<file path="src/rtl/burst_addr_pkg.sv">
package burst_addr_pkg;

    localparam int SIZE_W = 3;

    typedef enum logic [1:0] {
        BK_FIXED = 2'b00,
        BK_INCR  = 2'b01,
        BK_WRAP  = 2'b10,
        BK_RSVD  = 2'b11
    } burst_kind_e;

    typedef struct packed {
        burst_kind_e         kind;
        logic [SIZE_W-1:0]   size;
    } burst_cfg_t;

    // byte mask of one wrap window: (beats * bytes per beat) - 1
    function automatic logic [63:0] span_mask(input logic [15:0] len_m1,
                                              input logic [SIZE_W-1:0] size);
        return ((64'(len_m1) + 64'd1) << size) - 64'd1;
    endfunction

    function automatic logic [63:0] step_addr(input logic [63:0] cur,
                                              input burst_cfg_t cfg,
                                              input logic [63:0] mask);
        logic [63:0] inc;
        logic [63:0] nxt;
        inc = 64'd1 << cfg.size;
        case (cfg.kind)
            BK_FIXED: nxt = cur;
            BK_WRAP:  nxt = (cur & ~mask) | ((cur + inc) & mask);
            default:  nxt = cur + inc;
        endcase
        return nxt;
    endfunction

endpackage

</file>
<file path="src/rtl/beat_tracker.sv">
module beat_tracker #(
    parameter int LEN_W = 8
) (
    input  logic             clk,
    input  logic             rst,
    input  logic             load,
    input  logic [LEN_W-1:0] len_m1,
    input  logic             step,
    output logic             busy,
    output logic             last
);
    logic [LEN_W-1:0] remain_q;
    logic             busy_q;

    always_ff @(posedge clk) begin
        if (rst) begin
            busy_q   <= 1'b0;
            remain_q <= '0;
        end else if (load) begin
            busy_q   <= 1'b1;
            remain_q <= len_m1;
        end else if (step && busy_q) begin
            if (remain_q == '0) busy_q <= 1'b0;
            else                remain_q <= remain_q - 1'b1;
        end
    end

    assign busy = busy_q;
    assign last = busy_q && (remain_q == '0);

    AST_LAST_CLEARS_BUSY: assert property (@(posedge clk) disable iff (rst)
        (last && step && !load) |=> (!busy && !last));
    AST_IDLE_STAYS_IDLE: assert property (@(posedge clk) disable iff (rst)
        (!busy && !load) |=> !busy);
endmodule

</file>
<file path="src/rtl/addr_stepper.sv">
module addr_stepper
    import burst_addr_pkg::*;
#(
    parameter int ADDR_W = 32,
    parameter int LEN_W  = 8
) (
    input  logic              clk,
    input  logic              rst,
    input  logic              load,
    input  logic [ADDR_W-1:0] start_addr,
    input  logic [LEN_W-1:0]  len_m1,
    input  logic [SIZE_W-1:0] size,
    input  logic [1:0]        kind,
    input  logic              step,
    output logic [ADDR_W-1:0] addr
);
    logic [ADDR_W-1:0] addr_q;
    logic [ADDR_W-1:0] mask_q;
    burst_cfg_t        cfg_q;
    logic [ADDR_W-1:0] addr_nxt;

    assign addr_nxt = ADDR_W'(step_addr(64'(addr_q), cfg_q, 64'(mask_q)));

    always_ff @(posedge clk) begin
        if (rst) begin
            addr_q <= '0;
            mask_q <= '0;
            cfg_q  <= '{kind: BK_INCR, size: '0};
        end else if (load) begin
            addr_q <= start_addr;
            mask_q <= ADDR_W'(span_mask(16'(len_m1), size));
            cfg_q  <= '{kind: burst_kind_e'(kind), size: size};
        end else if (step) begin
            addr_q <= addr_nxt;
        end
    end

    assign addr = addr_q;

    AST_FIXED_HOLDS: assert property (@(posedge clk) disable iff (rst)
        (step && !load && cfg_q.kind == BK_FIXED) |=> $stable(addr_q));
    AST_INCR_STEPS: assert property (@(posedge clk) disable iff (rst)
        (step && !load && (cfg_q.kind == BK_INCR || cfg_q.kind == BK_RSVD))
        |=> (addr_q == $past(addr_q) + (ADDR_W'(1) << $past(cfg_q.size))));
    AST_WRAP_IN_WINDOW: assert property (@(posedge clk) disable iff (rst)
        (step && !load && cfg_q.kind == BK_WRAP)
        |=> ((addr_q & ~mask_q) == ($past(addr_q) & ~$past(mask_q))));
endmodule

</file>
<file path="src/rtl/burst_addr_gen.sv">
module burst_addr_gen
    import burst_addr_pkg::*;
#(
    parameter int ADDR_W = 32,
    parameter int LEN_W  = 8
) (
    input  logic              clk,
    input  logic              rst,
    input  logic              load,
    input  logic [ADDR_W-1:0] start_addr,
    input  logic [LEN_W-1:0]  beat_len,
    input  logic [SIZE_W-1:0] beat_size,
    input  logic [1:0]        burst_kind,
    input  logic              advance,
    output logic [ADDR_W-1:0] addr,
    output logic              last,
    output logic              busy
);
    logic beat_step;
    logic addr_step;

    // load outranks advance; a step past the final beat only ends the burst
    assign beat_step = advance && busy && !load;
    assign addr_step = beat_step && !last;

    beat_tracker #(.LEN_W(LEN_W)) u_track (
        .clk    (clk),
        .rst    (rst),
        .load   (load),
        .len_m1 (beat_len),
        .step   (beat_step),
        .busy   (busy),
        .last   (last)
    );

    addr_stepper #(.ADDR_W(ADDR_W), .LEN_W(LEN_W)) u_step (
        .clk        (clk),
        .rst        (rst),
        .load       (load),
        .start_addr (start_addr),
        .len_m1     (beat_len),
        .size       (beat_size),
        .kind       (burst_kind),
        .step       (addr_step),
        .addr       (addr)
    );

    AST_LOAD_STARTS: assert property (@(posedge clk) disable iff (rst)
        load |=> (busy && addr == $past(start_addr)
                  && last == ($past(beat_len) == '0)));
    AST_LOAD_BEATS_ADVANCE: assert property (@(posedge clk) disable iff (rst)
        (load && advance) |=> (addr == $past(start_addr)));
    AST_IDLE_ADDR_HOLDS: assert property (@(posedge clk) disable iff (rst)
        (!busy && !load) |=> $stable(addr));
    AST_LAST_ADDR_HOLDS: assert property (@(posedge clk) disable iff (rst)
        (last && advance && !load) |=> $stable(addr));
endmodule

</file>
<file path="config.mk">
export PLATFORM = sky130hd
export DESIGN_NAME = burst_addr_gen
export DESIGN_NICKNAME = d
export VERILOG_FILES = /design/src/rtl/burst_addr_pkg.sv /design/src/rtl/beat_tracker.sv /design/src/rtl/addr_stepper.sv /design/src/rtl/burst_addr_gen.sv
export SDC_FILE = /design/constraint.sdc
export NUM_CORES = 1
export LEC_CHECK = 0
export ABC_AREA = 0
export ABC_CLOCK_PERIOD_IN_PS = 4100
export CAP_MARGIN = 20
export CORE_ASPECT_RATIO = 0.9
export CORE_MARGIN = 2
export CORE_UTILIZATION = 50
export DETAILED_ROUTE_END_ITERATION = 8
export GPL_TIMING_DRIVEN = 0
export PLACE_DENSITY = 0.79
export SLEW_MARGIN = 20
export SYNTH_ARGS = -nofsm -noshare
export SYNTH_HDL_FRONTEND = slang
export SYNTH_HIERARCHICAL = 1
export SYNTH_SLANG_ARGS = --single-unit
</file>
<file path="constraint.sdc">
create_clock -name clk -period 4.1 [get_ports clk]
set_input_delay 0.82 -clock clk [delete_from_list [all_inputs] [get_ports clk]]
set_output_delay 0.82 -clock clk [all_outputs]
set_load 0.01 [all_outputs]
</file>
==> results.toml <==
[route]
routed_wirelength_um = 17500
dr.first_iter.drc_count = 724
drc_errors = 0
viasPerCell = 6.53
vias = 5992
ant_nets = 0
firstDrtPassIters = 5
post_drt_wl_per_cell_um = 19.1

[place]
dpl.hpwl_um = 12900
pre_cts_ws_ps = -168
gp_congestion = 0.942
numPortBuffers = 79
placed_area_mm2 = 0.00647
post-place-cells = 903

[synthesis]
synth-edff-count = 0
async_flop_share_pct = 0
syn_inst = 691
yosysWarnings = 6
syn_nets = 754
yosys_register_bits = 77
yosysSeqAreaShare_pct = 27.9
synth_area_mm2 = 0.00552
post_synth.cell_area_avg_um2 = 7.99
ys.flop_type = "dfxtp_1"
synthDistinctLibCells = 91

[clock_tree]
root_buffer = "clkbuf_16"
insertion_delay_ps = 330
cts-resized-gates = 0
clock_path_buffers = 2
hold_buffers = 0
htree_levels = 3
clk_pin_slew_ps = 60
cts_setup_buffers = 0
cts_buffers = 9
cts_tree = "built"
cts.sinks = 77

[setup_path]
rr_startpoint = "u_step/cfg_q[0]$_SDFFE_PP0P_"
cp-start-kind = "input pin"
worstPathArrival_ps = 4040
path_class = "in2reg"
end_kind = "register"
crit_chain = "clkdlybuf4s50_1 -> ha_1 -> buf_2 -> and4_1 -> a211oi_1 -> a221oi_2 -> o211ai_1 -> nor3_4 -> nand4_2 -> nor3_1 -> ha_1 -> a211oi_1"
critPathRequiredTime_ps = 4350
slowest_delay_ps = 530
slowest_stage = "clkdlybuf4s50_1"
critPathMaxFanout = 10
crit_path_start = "beat_len[0]"

[floorplanning]
rows = 36
io_pins = 83
initial_core_util_pct = 51.0
fp.dieH_um = 104
chipWidth_um = 115
die_area_mm2 = 0.0119
core_mm2 = 0.0108

[sta]
finalMaxSlewViolations = 0
setup_violations = 0
worst_pin_slew_ps = 723
setup_tns_ps = 0
relSlewSlack_pct = 51.8
setup_slack_ps = 306
min_period_ps = 3790
skew_ps = 4.33
rsz0062_at_grt = "no"
fmax_ghz = 0.264
finalHoldWorstSlack_ps = 482
timing.final.crit_share_pct = 92.5
hold_viol_final = 0

[layout]
regArea_mm2 = 0.00154
stdcell_area_mm2 = 0.00679
antenna_cells = 0
fin_cells = 918
fillers = 959
syn2layout_area_growth_pct = 23.1
multiInputGateArea_mm2 = 0.00366
nets = 844
final_layout_size_suffix_gt1_share_pct = 8.79

[global_route]
antenna_found_initial = 0
grt_pass1_vias = 5635
grt_usage_pct = 29.4
grt_max_degree = 14
grt_pass1_wl_um = 28400
grt_overflow_total = 0

[flow_run]
drv_cap = 0

[power_and_ir_drop]
powerDensity_mw_per_mm2 = 325
leakagePower_nw = 2.52
vdd_ir_drop_max_uv = 186

[hold_path]
min_path_type = "reg2reg"
hp-start = "u_step/mask_q[23]$_SDFFE_PP0P_"

[outcome]
outcome = "finished, final reports clean"
-- logic make-up after synthesis --
logic type      Yosys count  synth area share [%]
xor+xnor                 32                  5.08
fa+ha+maj                14                  3.31
simple gates            244                  23.8
buf+inv                  76                  5.85
compound gates          232                  31.0
flops                    77                  27.9
mux                      16                  3.02
-- critical path, delay by kind of cell --
family | cells | cell delay, ps
simple gates | 4 | 1060
fa+ha+maj | 2 | 420
buf+inv | 2 | 760
compound gates | 4 | 980
-- layer usage --
metal	up-vias	share of wire (%)	global-route usage, %	wire length (µm)
met5	-	0	0	0
met4	0	2.3	8.95	399
met3	40	8.7	5.38	1530
met2	334	46	47.1	8010
met1	2852	43	40.3	7550
li1	2766	-	-	-
-- power breakdown --
part	internal, W	switching, W	total [W]
sequential	0.000799	0.0000540	0.000853
clock	0.000532	0.000316	0.000848
combinational	0.000229	0.000275	0.000504
total	0.00156	0.000645	0.00220
-- final timing paths --
check                              endpoint  slack [ps]  depth (start not counted)
max reg2reg                        register         340                         12
max          u_step/mask_q[15]$_SDFFE_PP0P_         310                         12
min          u_step/mask_q[23]$_SDFFE_PP0P_         480                          2
min reg2reg  u_step/mask_q[23]$_SDFFE_PP0P_         480                          2
-- Yosys cell counts (7+ instances only) --
library cell	instances	area [µm²]
nor2b_1	9	56.3
o21ai_0	43	215
and3_1	7	43.8
nor2_1	81	304
nor4_1	9	56.3
nor3b_1	8	60.1
nor3_1	19	95.1
dfxtp_1	77	1540
nand2b_1	15	93.8
a2111oi_0	7	61.3
o21a_1	16	120
xor2_1	19	166
clkbuf_1	31	116
a211oi_1	16	120
a21o_1	7	52.6
nand2_1	43	161
ha_1	13	163
a21oi_1	43	215
o211ai_1	20	150
o221a_2	9	101
mux2i_1	14	140
xnor2_1	13	114
nand3_1	9	45.0
a211o_1	7	61.3
buf_2	13	65.1
inv_1	25	93.8
-- area by class of cell --
type | instances | share of cell area (%)
multi-input cells | 538 | 53.8
inverters | 26 | 1.44
clock buffers | 10 | 3.37
plain buffers | 50 | 3.31
well taps | 133 | 2.45
clock inverters | 5 | 1.23
flip-flops and latches | 77 | 22.7
repair buffers | 79 | 11.7
-- stage by stage --
step                      util (%)  total power [W]
after floorplan                  -          0.00116
after global placement        59.9          0.00134
after detailed placement      59.9          0.00136
after CTS                     62.8          0.00220
after global routing          62.8          0.00229
final                         62.8          0.00220
-- cells in the final DEF (no fill, tap or decap), types with 6 or more instances in the layout --
cell / instances
xor2_1: 19
ha_1: 13
o211ai_1: 20
mux2i_1: 14
nor3_1: 19
dfxtp_1: 77
buf_2: 13
a21oi_1: 42
clkbuf_1: 32
o221a_2: 9
o21ai_0: 43
nand2_1: 43
o22ai_1: 6
nor4_1: 9
nor2b_1: 9
o21a_1: 16
nand3_1: 9
clkbuf_16: 9
a211o_1: 7
a21o_1: 7
a211oi_1: 16
clkdlybuf4s50_1: 78
xnor2_1: 13
nor3b_1: 8
nor2_1: 81
a2111oi_0: 7
and3_1: 7
nand2b_1: 15
inv_1: 25
No activity file was read; power rests on OpenSTA's default activity.
